`config.mk`:
```
export PLATFORM = sky130hd
export DESIGN_NAME = gate_pulse_tx
export DESIGN_NICKNAME = d
export VERILOG_FILES = /design/src/rtl/gpt_pkg.sv /design/src/rtl/gpt_glitch_filter.sv /design/src/rtl/gpt_interlock_dead.sv /design/src/rtl/gpt_edge_pulser.sv /design/src/rtl/gate_pulse_tx.sv
export SDC_FILE = /design/constraint.sdc
export NUM_CORES = 1
export LEC_CHECK = 0
export BUFFER_PORTS_ARGS = -buffer_cell sky130_fd_sc_hd__buf_4
export CORE_UTILIZATION = 40
export CTS_CLUSTER_SIZE = 16
export DETAILED_ROUTE_END_ITERATION = 10
export PLACE_DENSITY = 0.67
export SLEW_MARGIN = 25
export SYNTH_ARGS = -nofsm -noshare
export SYNTH_HDL_FRONTEND = slang
export SYNTH_SLANG_ARGS = --single-unit
```
`constraint.sdc`:
```
create_clock -name clk -period 5.65 [get_ports clk]
set_input_delay 0.565 -clock clk [delete_from_list [all_inputs] [get_ports clk]]
set_output_delay 0.565 -clock clk [all_outputs]
set_load 0.01 [all_outputs]
```
`src/rtl/gpt_pkg.sv`:
```
package gpt_pkg;
  // Effective stability count of the filter; zero is treated as one.
  function automatic int eff_len(input int len);
    return (len < 1) ? 1 : len;
  endfunction

  // True once the filter has seen the differing level long enough.
  function automatic bit filt_done(input int run, input int len);
    return (run + 1) >= eff_len(len);
  endfunction

  // True once the idle gap satisfies the programmed dead time.
  function automatic bit gap_met(input int gap, input int dead);
    return gap >= dead;
  endfunction
endpackage

```
`src/rtl/gpt_glitch_filter.sv`:
```
module gpt_glitch_filter
  import gpt_pkg::*;
#(
  parameter int CW = 6
) (
  input  logic          clk,
  input  logic          rst_n,
  input  logic          din,
  input  logic [CW-1:0] len,
  output logic          dout
);
  logic [CW-1:0] run_q;
  logic          differs;
  logic          accept;

  assign differs = (din != dout);
  assign accept  = differs && filt_done(int'(run_q), int'(len));

  always_ff @(posedge clk or negedge rst_n) begin
    if (!rst_n) begin
      dout  <= 1'b0;
      run_q <= '0;
    end else if (!differs || accept) begin
      run_q <= '0;
      if (accept) dout <= din;
    end else begin
      run_q <= run_q + 1'b1;
    end
  end

  AST_FILT_FOLLOWS: assert property (@(posedge clk) disable iff (!rst_n)
    !$stable(dout) |-> (dout == $past(din)));
endmodule

```
`src/rtl/gpt_interlock_dead.sv`:
```
module gpt_interlock_dead
  import gpt_pkg::*;
#(
  parameter int DW = 4
) (
  input  logic          clk,
  input  logic          rst_n,
  input  logic          fa,
  input  logic          fb,
  input  logic          hold,
  input  logic [DW-1:0] dead_len,
  output logic          oa,
  output logic          ob
);
  localparam logic [DW-1:0] GAP_MAX = '1;

  logic [DW-1:0] gap_q;
  logic          req_a;
  logic          req_b;
  logic          gap_ok;

  assign req_a  = fa && !hold;
  assign req_b  = fb && !fa && !hold;
  assign gap_ok = gap_met(int'(gap_q), int'(dead_len));

  always_ff @(posedge clk or negedge rst_n) begin
    if (!rst_n) begin
      oa    <= 1'b0;
      ob    <= 1'b0;
      gap_q <= GAP_MAX;
    end else begin
      oa <= req_a && (oa || (!ob && gap_ok));
      ob <= req_b && (ob || (!oa && gap_ok));
      if (oa || ob)              gap_q <= '0;
      else if (gap_q != GAP_MAX) gap_q <= gap_q + 1'b1;
    end
  end

  AST_CMD_EXCL: assert property (@(posedge clk) disable iff (!rst_n)
    !(oa && ob));
  AST_DEAD_A: assert property (@(posedge clk) disable iff (!rst_n)
    $fell(ob) |-> !oa);
  AST_DEAD_B: assert property (@(posedge clk) disable iff (!rst_n)
    $fell(oa) |-> !ob);
  AST_LOCK_CLEARS: assert property (@(posedge clk) disable iff (!rst_n)
    hold |=> (!oa && !ob));
endmodule

```
`src/rtl/gpt_edge_pulser.sv`:
```
module gpt_edge_pulser #(
  parameter int PULSE_CYC = 20
) (
  input  logic clk,
  input  logic rst_n,
  input  logic cmd,
  input  logic blank,
  output logic rise_o,
  output logic fall_o
);
  localparam int PW = $clog2(PULSE_CYC + 1);
  localparam logic [PW-1:0] LOAD = PW'(PULSE_CYC - 1);

  logic          prev_q;
  logic          pos_q;
  logic          neg_q;
  logic [PW-1:0] left_q;
  logic          up_evt;
  logic          dn_evt;

  assign up_evt = cmd && !prev_q;
  assign dn_evt = !cmd && prev_q;

  always_ff @(posedge clk or negedge rst_n) begin
    if (!rst_n) begin
      prev_q <= 1'b0;
      pos_q  <= 1'b0;
      neg_q  <= 1'b0;
      left_q <= '0;
    end else begin
      prev_q <= cmd;
      if (blank) begin
        pos_q  <= 1'b0;
        neg_q  <= 1'b0;
        left_q <= '0;
      end else if (up_evt || dn_evt) begin
        pos_q  <= up_evt;
        neg_q  <= dn_evt;
        left_q <= LOAD;
      end else if (left_q != '0) begin
        left_q <= left_q - 1'b1;
      end else begin
        pos_q <= 1'b0;
        neg_q <= 1'b0;
      end
    end
  end

  assign rise_o = pos_q && !blank;
  assign fall_o = neg_q && !blank;

  AST_PN_EXCL: assert property (@(posedge clk) disable iff (!rst_n)
    !(pos_q && neg_q));
  AST_BLANK_CLEARS: assert property (@(posedge clk) disable iff (!rst_n)
    blank |=> (!pos_q && !neg_q));
  AST_RISE_SOURCE: assert property (@(posedge clk) disable iff (!rst_n)
    $rose(pos_q) |-> $past(cmd));
endmodule

```
`src/rtl/gate_pulse_tx.sv`:
```
module gate_pulse_tx #(
  parameter int FILT_W    = 6,
  parameter int DEAD_W    = 4,
  parameter int PULSE_CYC = 20
) (
  input  logic              clk,
  input  logic              rst_n,
  input  logic              cmd_a,
  input  logic              cmd_b,
  input  logic              uv_lock,
  input  logic              ov_lock,
  input  logic              conv_startup,
  input  logic [FILT_W-1:0] filt_len,
  input  logic [DEAD_W-1:0] dead_len,
  output logic              txa_rise,
  output logic              txa_fall,
  output logic              txb_rise,
  output logic              txb_fall
);
  localparam int NCH = 2;

  logic [NCH-1:0] raw;
  logic [NCH-1:0] filt;
  logic [NCH-1:0] cond;
  logic [NCH-1:0] rise_v;
  logic [NCH-1:0] fall_v;
  logic           hold;

  assign raw  = {cmd_b, cmd_a};
  assign hold = uv_lock || ov_lock || conv_startup;

  for (genvar ch = 0; ch < NCH; ch++) begin : g_ch
    gpt_glitch_filter #(.CW(FILT_W)) filt_i (
      .clk  (clk),
      .rst_n(rst_n),
      .din  (raw[ch]),
      .len  (filt_len),
      .dout (filt[ch])
    );
    gpt_edge_pulser #(.PULSE_CYC(PULSE_CYC)) puls_i (
      .clk   (clk),
      .rst_n (rst_n),
      .cmd   (cond[ch]),
      .blank (conv_startup),
      .rise_o(rise_v[ch]),
      .fall_o(fall_v[ch])
    );
  end

  gpt_interlock_dead #(.DW(DEAD_W)) ild_i (
    .clk     (clk),
    .rst_n   (rst_n),
    .fa      (filt[0]),
    .fb      (filt[1]),
    .hold    (hold),
    .dead_len(dead_len),
    .oa      (cond[0]),
    .ob      (cond[1])
  );

  assign txa_rise = rise_v[0];
  assign txa_fall = fall_v[0];
  assign txb_rise = rise_v[1];
  assign txb_fall = fall_v[1];

  AST_RESET_QUIET: assert property (@(posedge clk) disable iff (!rst_n)
    $rose(rst_n) |-> !(txa_rise || txa_fall || txb_rise || txb_fall));
endmodule

```
# Yosys cells after proc, flatten, opt, wreduce, memory -nomap -nowiden
# Cells that the tools add are included.
# word_totals
inputBits	17
regBits	36
wordCells	94
# classes
order_cmp	4
add_sub_neg	7
muxes	21
reduce_logical	42
n_eq_ne	5
# ops
operator	count
32-bit greater-or-equal comparator	2
5-bit 2-to-1 mux	6
6-bit 2-to-1 mux	3
1-bit logical AND	17
6-bit by 1-bit adder with 7-bit output (second input constant)	2
6-bit by 1-bit adder with 6-bit output (second input constant)	2
1-bit 2-to-1 mux	10
5-bit nonzero test	2
5-bit by 1-bit subtractor with 5-bit output (second input constant)	2
1-bit zero test	9
1-bit logical OR	9
4-bit 2-to-1 mux	2
6-bit by 1-bit < comparator with 1-bit output (second input constant)	1
3-bit by 2-bit != test with 1-bit output (second input constant)	2
3-bit nonzero test	2
4-bit by 1-bit adder with 4-bit output (second input constant)	1
4-bit greater-or-equal comparator	1
4-bit != test (second input constant)	1
2-bit AND reduction	2
1-bit != test	2
2-bit nonzero test	1

# Longest topological paths before layout
# Gate-level depths: netlist (run 1).
# depth
depth_word	6
mapped_depth	8

# By module
# From an unflattened synthesis (run 1), not the netlist that was laid out.
# unflattened
hier_cells	217
area_unflattened_um2	2267.2
# modules_own_cells
module	area_each_um2	n_inst	cells_per_inst
gpt_glitch_filter	493.0	2	50
gpt_edge_pulser	446.7	2	39
gpt_interlock_dead	381.6	1	38
gate_pulse_tx	6.3	1	1

# Worst setup path after synthesis (run 1)
# OpenSTA, ideal clock, no wires.
# synth_path
path_type	input port to flip-flop
from	input port filt_len[5]
to	register g_ch[0].filt_i.dout
required_ps	5522
n_path_buf	0
t_arrival_ps	1857
path_slack_ps	3665
setup_time_ps	128
stages	7
path_cell_list	nor3_1 a31o_1 ha_1 nand2b_1 a31oi_1 o211ai_1 mux2_1
# synth_between
elab_chain_len	6
# synth_rtl
element	line_no	text
from (decl)	gate_pulse_tx.sv:13	input logic [FILT_W-1:0] filt_len,
6-bit by 1-bit < comparator with 1-bit output	gpt_pkg.sv:4	return (len < 1) ? 1 : len;
6-bit 2-to-1 mux (*)	gpt_pkg.sv:4	
32-bit greater-or-equal comparator (*)	gpt_pkg.sv:9	return (run + 1) >= eff_len(len);
1-bit logical AND (*)	gpt_glitch_filter.sv:17	assign accept = differs && filt_done(int'(run_q), int'(len));
1-bit logical OR	gpt_glitch_filter.sv:23	end else if (!differs || accept) begin
2-bit AND reduction (no line) (*)	--	
to (signal assigned)	gpt_glitch_filter.sv:25	if (accept) dout <= din;
to (decl)	gpt_glitch_filter.sv:10	output logic dout
# Mark *: on every way between the ends. The rest lies on a longest branch, timed or not.
# A chain may end at the register's enable or synchronous reset.

# Worst setup path after layout (run 1)
# layout_path
from	register g_ch[0].filt_i.run_q[2]
to	register g_ch[0].filt_i.run_q[5]
# layout_between
elab_chain_len	5
# layout_rtl
element	line_no	text
from (decl)	gpt_glitch_filter.sv:12	logic [CW-1:0] run_q;
from (signal assigned)	gpt_glitch_filter.sv:27	run_q <= run_q + 1'b1;
6-bit by 1-bit adder with 7-bit output	gpt_pkg.sv:9	
32-bit greater-or-equal comparator	gpt_pkg.sv:9	
1-bit logical AND	gpt_glitch_filter.sv:17	
1-bit logical OR	gpt_glitch_filter.sv:23	
6-bit 2-to-1 mux (*)	gpt_glitch_filter.sv:23	
# Marks and branches as above.

==> flow_summary.json, run 1 <==
{
  "power_switching_w": 0.000378,
  "cp_max_fo": 6,
  "avgSynthCellArea_um2": 9.98,
  "diodes": 0,
  "postSynthCellCount": 217,
  "period_needed_ns": 2.12,
  "dp_hpwl_mm": 2.77,
  "most-common-layout-cells": "dfrtp_1, ha_1, inv_1, buf_4",
  "die_h_um": 75.6,
  "detail_route.first_pass.iterations": 4,
  "synth_top_area_frac": 0.370,
  "rsz0062_at_grt": "no",
  "synth_seq_cells": 36,
  "startpoint_type": "flip-flop",
  "ys_async_sr_fraction": 1.00,
  "fin_nets": 285,
  "routabilityCongestion": 0.802,
  "synth_nets": 261,
  "clk_latency_ns": 0.29,
  "ant_nets": 0,
  "peakVddDrop_v": 0.000164,
  "yosysWarnings": 0,
  "crit_family": "compound AO/OA/AOI/OAI gates",
  "grt_pass1_vias": 1411,
  "clockPowerShare": 0.182,
  "fp.coreArea_um2": 5170,
  "routedWlPerCell_um": 11.6,
  "antenna_found_initial": 0,
  "critPathCaptureType": "flip-flop",
  "setup_viol_count_final": 0,
  "port_buffers": 20,
  "timing.critical_path.slowest_stage_cell": "dfrtp_1",
  "fp.dieW_um": 75.6,
  "fmax_mhz": 472,
  "hold_class": "input pin to async pin",
  "wirelength_mm": 3.61,
  "drc": 0,
  "fin_hold_ws_ns": 0.215,
  "crit_cells": 8,
  "root_buffer": "clkbuf_8",
  "synth_area_leaders": "dfrtp_1, ha_1, dfstp_2, xnor2_1, nor2b_1",
  "h-tree-depth": 2,
  "cts-resized-gates": 0,
  "layout_commonest_cell": "dfrtp_1",
  "cp_slowest_stage_delay_ns": 0.40,
  "clkSinkCount": 36,
  "crit_arrival_ns": 2.34,
  "cp_num_buf_inv": 0,
  "power.leakage_nw": 1.22,
  "via_count": 1529,
  "die_area_um2": 5710,
  "run_status": "finished clean",
  "final-hold-violation-count": 0,
  "power_density_nw_per_um2": 404,
  "num-fill-cells": 502,
  "p_comb_frac": 0.408,
  "reg2reg_from": "g_ch[0].filt_i.run_q[2]",
  "setup_ws_ns": 3.53,
  "cts.hold.buffers_added": 0,
  "drt_iter0_drc": 61,
  "period_share": 0.375,
  "pin_count": 21,
  "reg2reg_slack_ns": 3.53,
  "slew_viol_final": 0,
  "post_cts_buffers": 0,
  "tightest_slew_ns": 0.536,
  "critPathKind": "flip-flop to flip-flop",
  "worstPathRequired_ns": 5.87,
  "layout-drive-gt1-share": 0.140,
  "path_cells": "and3_1, nand3_1, xnor2_1, ha_1, a21o_1, a211oi_1, o211ai_1, nor2b_1",
  "seq_area_frac_synth": 0.418,
  "grt-ovfl-total": 0,
  "p_sw_frac": 0.379,
  "internal_power_w": 0.000620,
  "synth_top_area_cell": "dfrtp_1",
  "num_rows": 26,
  "cts_tree": "built",
  "drv_cap": 0,
  "start_util": 0.418,
  "grt_max_degree": 37,
  "routed_via_density": 4.90,
  "clkTransAtPathRegs_ns": 0.07,
  "place_ws_ns": 3.44,
  "skew_ns": 0.00576,
  "regToRegEndpoint": "g_ch[0].filt_i.run_q[5]",
  "finalSetupTns_ns": 0,
  "r2r_cells": 8,
  "ys.flop_type": "dfrtp_1",
  "max-slew-margin-rel": 0.642,
  "netlist_area_um2": 2160,
  "area_growth_pct": 14.0,
  "cts_inserted_buffers": 5,
  "gr-usage-all-layers": 0.144,
  "ctsLongestPathBuffers": 2,
  "pwr-share-seq": 0.410,
  "synth_cell_types": 37,
  "synth-edff-count": 0,
  "grt_pass1_wl_mm": 6.07
}
kinds of logic after synthesis:
group / count (synthesis) / share of synthesized area
AO/OA/AOI/OAI: 40 / 0.120
XOR/XNOR: 13 / 0.0526
adder cells (fa/ha/maj): 27 / 0.156
buffers and inverters: 23 / 0.0445
flip-flops: 36 / 0.418
multiplexers: 4 / 0.0197
AND/OR/NAND/NOR: 74 / 0.189
flip-flops by register name, summed over array words and instances, names as in the netlist:
register	count
ild_i.oa	1
g_ch.puls_i.prev_q	2
ild_i.gap_q	4
g_ch.puls_i.neg_q	2
g_ch.puls_i.pos_q	2
ild_i.ob	1
g_ch.filt_i.dout	2
g_ch.filt_i.run_q	12
g_ch.puls_i.left_q	10
final cells by class:
cell class,count,area [um2],area share
tap,70,87.6,0.0355
sequential,36,906,0.367
clock inverter,3,18.8,0.00760
inverter,20,75.1,0.0304
timing repair buffer,20,150,0.0608
clock buffer,5,68.8,0.0279
multi-input combinational,158,1160,0.471
metrics by stage:
stage	area [um2]	std cells	power, W	utilization
finish	2470	312	0.000997	0.477
CTS	2470	312	0.00101	0.477
global placement	2380	304	0.000817	0.460
floorplan	2160	217	0.000747	-
global route	2470	312	0.00109	0.477
detailed placement	2380	304	0.000827	0.460
metal layers:
layer  track usage  routed length, um  vias up
li1              -                  -      807
met1         0.174               1750      699
met2         0.240               1690       21
met3        0.0489                154        2
met4        0.0494                 18        0
met5             0                  0        -
worst max path at each step:
stage,startpoint,end,slack (ns)
3_5_place_dp,filt_len[5],g_ch[1].filt_i.dout,3.44
3_3_place_gp,filt_len[5],g_ch[1].filt_i.dout,3.48
4_1_cts,g_ch[0].filt_i.run_q[2],g_ch[0].filt_i.run_q[5],3.51
5_1_grt,g_ch[0].filt_i.run_q[2],g_ch[0].filt_i.run_q[5],3.37
2_1_floorplan,filt_len[5],g_ch[0].filt_i.dout,3.67
6_report,g_ch[0].filt_i.run_q[2],g_ch[0].filt_i.run_q[5],3.53
power groups by stage:
stage	registers, W	clock network [W]	logic [W]
floorplan	0.000397	0	0.000350
global placement	0.000412	0	0.000405
detailed placement	0.000415	0	0.000412
CTS	0.000411	0.000189	0.000415
global route	0.000421	0.000201	0.000470
finish	0.000409	0.000182	0.000407
synthesized netlist by cell type (4+ instances only):
cell type / n
xnor2_1: 11
nand3_1: 16
nor2b_1: 13
dfstp_2: 4
nand2_1: 10
a21o_1: 4
inv_1: 20
a21oi_1: 16
nor3_1: 7
dfrtp_1: 32
o211ai_1: 5
nor2_1: 7
ha_1: 27
nand2b_1: 6
Power figures use the tool's default switching activity.
==> run 2: changes to the inputs <==
==> constraint.sdc (replaced) <==
create_clock -name clk -period 2.1 [get_ports clk]
set_input_delay 0.21 -clock clk [delete_from_list [all_inputs] [get_ports clk]]
set_output_delay 0.21 -clock clk [all_outputs]
set_load 0.01 [all_outputs]
==> run 2 against run 1 <==
Against the previous run: sequential cell count unchanged; highest routed layer unchanged; wire length increased by 13%; sequential power increased to 2.6 times the previous value; combinational power increased to 3.2 times the previous value; die area unchanged; count of clock-buffer cells in the layout increased by 2; maximum frequency increased by 2.3%; cell area increased by 8.4%; total power increased to 2.9 times the previous value; clock power increased to 2.9 times the previous value; cell count increased by 5.1%.
==> flow_summary.json, run 2 (synthesis results as in run 1) <==
{
  "setup_viol_count_final": 0,
  "drc": 0,
  "most-common-layout-cells": "buf_4, dfrtp_1, ha_1",
  "worstPathRequired_ns": 2.27,
  "routabilityCongestion": 0.773,
  "port_buffers": 20,
  "grt_max_degree": 37,
  "pwr-share-seq": 0.370,
  "drt_iter0_drc": 40,
  "top_regs": "g_ch.filt_i.run_q (12), g_ch.puls_i.left_q (10), ild_i.gap_q (4)",
  "clockPowerShare": 0.178,
  "ctsLongestPathBuffers": 2,
  "max-slew-margin-rel": 0.702,
  "start_util": 0.418,
  "ant_nets": 0,
  "grt_pass1_wl_mm": 6.71,
  "wirelength_mm": 4.09,
  "grt-ovfl-total": 0,
  "fp.coreArea_um2": 5170,
  "cts_tree": "built",
  "r2r_cells": 7,
  "fin_hold_ws_ns": 0.156,
  "grt_pass1_vias": 1544,
  "cp_max_fo": 3,
  "reg2reg_slack_ns": 0.03,
  "p_sw_frac": 0.373,
  "run_status": "finished clean",
  "die_h_um": 75.6,
  "routed_via_density": 4.98,
  "fp.dieW_um": 75.6,
  "layout_commonest_cell": "buf_4",
  "finalSetupTns_ns": 0,
  "regMostFlops": "g_ch.filt_i.run_q",
  "power.leakage_nw": 1.32,
  "antenna_found_initial": 0,
  "power_switching_w": 0.00109,
  "regToRegEndpoint": "g_ch[0].filt_i.dout",
  "tightest_slew_ns": 0.447,
  "diodes": 0,
  "period_needed_ns": 2.07,
  "detail_route.first_pass.iterations": 4,
  "gr-usage-all-layers": 0.162,
  "clkTransAtPathRegs_ns": 0.07,
  "area_growth_pct": 23.6,
  "period_share": 0.988,
  "utilization": 0.517,
  "num_rows": 26,
  "skew_ns": 0.00655,
  "routedWlPerCell_um": 12.5,
  "final-hold-violation-count": 0,
  "reg2reg_from": "g_ch[0].filt_i.run_q[1]",
  "power_density_nw_per_um2": 1090,
  "layout-drive-gt1-share": 0.244,
  "h-tree-depth": 2,
  "dp_hpwl_mm": 2.79,
  "endpoint": "g_ch[0].filt_i.dout",
  "clk_latency_ns": 0.29,
  "crit_path_start": "g_ch[0].filt_i.run_q[1]",
  "clkSinkCount": 36,
  "hold_class": "input pin to flip-flop",
  "p_comb_frac": 0.452,
  "critPathKind": "flip-flop to flip-flop",
  "fin_nets": 301,
  "largest_reg_flops": 12,
  "internal_power_w": 0.00183,
  "slew_viol_final": 0,
  "fmax_mhz": 482,
  "critPathCaptureType": "flip-flop",
  "drv_cap": 0,
  "cts_inserted_buffers": 5,
  "pin_count": 21,
  "crit_arrival_ns": 2.25,
  "root_buffer": "clkbuf_8",
  "peakVddDrop_v": 0.000485,
  "via_count": 1634,
  "startpoint_type": "flip-flop",
  "die_area_um2": 5710
}
-- run 2: cell count changes in the layout (fill, tap and decap cells not counted), sizes merged --
cell	delta
buf	+15
clkinvlp	+1
dlygate4sd3	+1
clkbuf	+2
clkinv	-3
-- run 2: what timing repair did --
action | CTS | global route
endpoints found under the hold margin | 32 | 0
endpoints found under the setup margin | 11 | 15
hold buffers | 1 | 0
gates resized for setup | 5 | 10
pin swaps | 3 | 11
setup buffers | 4 | 8
-- run 2: worst min-delay path by stage --
stage / from / to / slack [ns] / cells past startpoint
5_1_grt: cmd_b / g_ch[1].filt_i.dout / 0.16 / 2
3_5_place_dp: rst_n / g_ch[0].filt_i.run_q[0] / 0.20 / 1
6_report: cmd_b / g_ch[1].filt_i.dout / 0.16 / 2
2_1_floorplan: rst_n / g_ch[0].filt_i.dout / -0.09 / 0
3_3_place_gp: rst_n / g_ch[0].filt_i.run_q[1] / 0.20 / 1
4_1_cts: cmd_a / g_ch[0].filt_i.dout / 0.15 / 2
-- run 2: critical path, cell delays in order, from the launching register on --
cell and delay, ns:
dfrtp_1 0.41, ha_2 0.21, xor2_1 0.22, ha_1 0.29
a21o_1 0.20, a31oi_2 0.18, o211ai_1 0.13, mux2_1 0.32
-- run 2: through the flow --
step | area, um2 | power, W | std cells | worst slack, ns
final | 2680 | 0.00292 | 328 | 0.0262
after global routing | 2680 | 0.00319 | 328 | -0.0274
after CTS | 2570 | 0.00281 | 320 | -0.00877
after detailed placement | 2400 | 0.00225 | 307 | -0.0404
after global placement | 2400 | 0.00222 | 307 | -0.0322
after floorplan | 2160 | 0.00201 | 217 | 0.157
-- run 2: layout make-up --
| cell class | count | area [um2] |
|---|---|---|
| Clock buffer | 7 | 86.3 |
| Timing Repair Buffer | 36 | 273 |
| Multi-Input combinational cell | 158 | 1240 |
| Tap cell | 70 | 87.6 |
| Inverter | 20 | 75.1 |
| Sequential cell | 36 | 906 |
| Clock inverter | 1 | 7.51 |
| Fill cell | 475 | 2500 |
-- run 2: power groups by stage --
| stage | sequential [W] | clock [W] | combinational [W] |
|---|---|---|---|
| final | 0.00108 | 0.000520 | 0.00132 |
| after global placement | 0.00109 | 0 | 0.00113 |
| after CTS | 0.00108 | 0.000538 | 0.00119 |
| after global routing | 0.00111 | 0.000567 | 0.00151 |
| after floorplan | 0.00107 | 0 | 0.000943 |
| after detailed placement | 0.00110 | 0 | 0.00116 |
-- run 2: metal layers --
layer,vias to the layer above,GRT usage,part of all wire
li1,837,-,-
met5,-,0,0
met4,0,0.0556,0.014
met1,771,0.181,0.44
met3,6,0.0516,0.034
met2,20,0.291,0.51
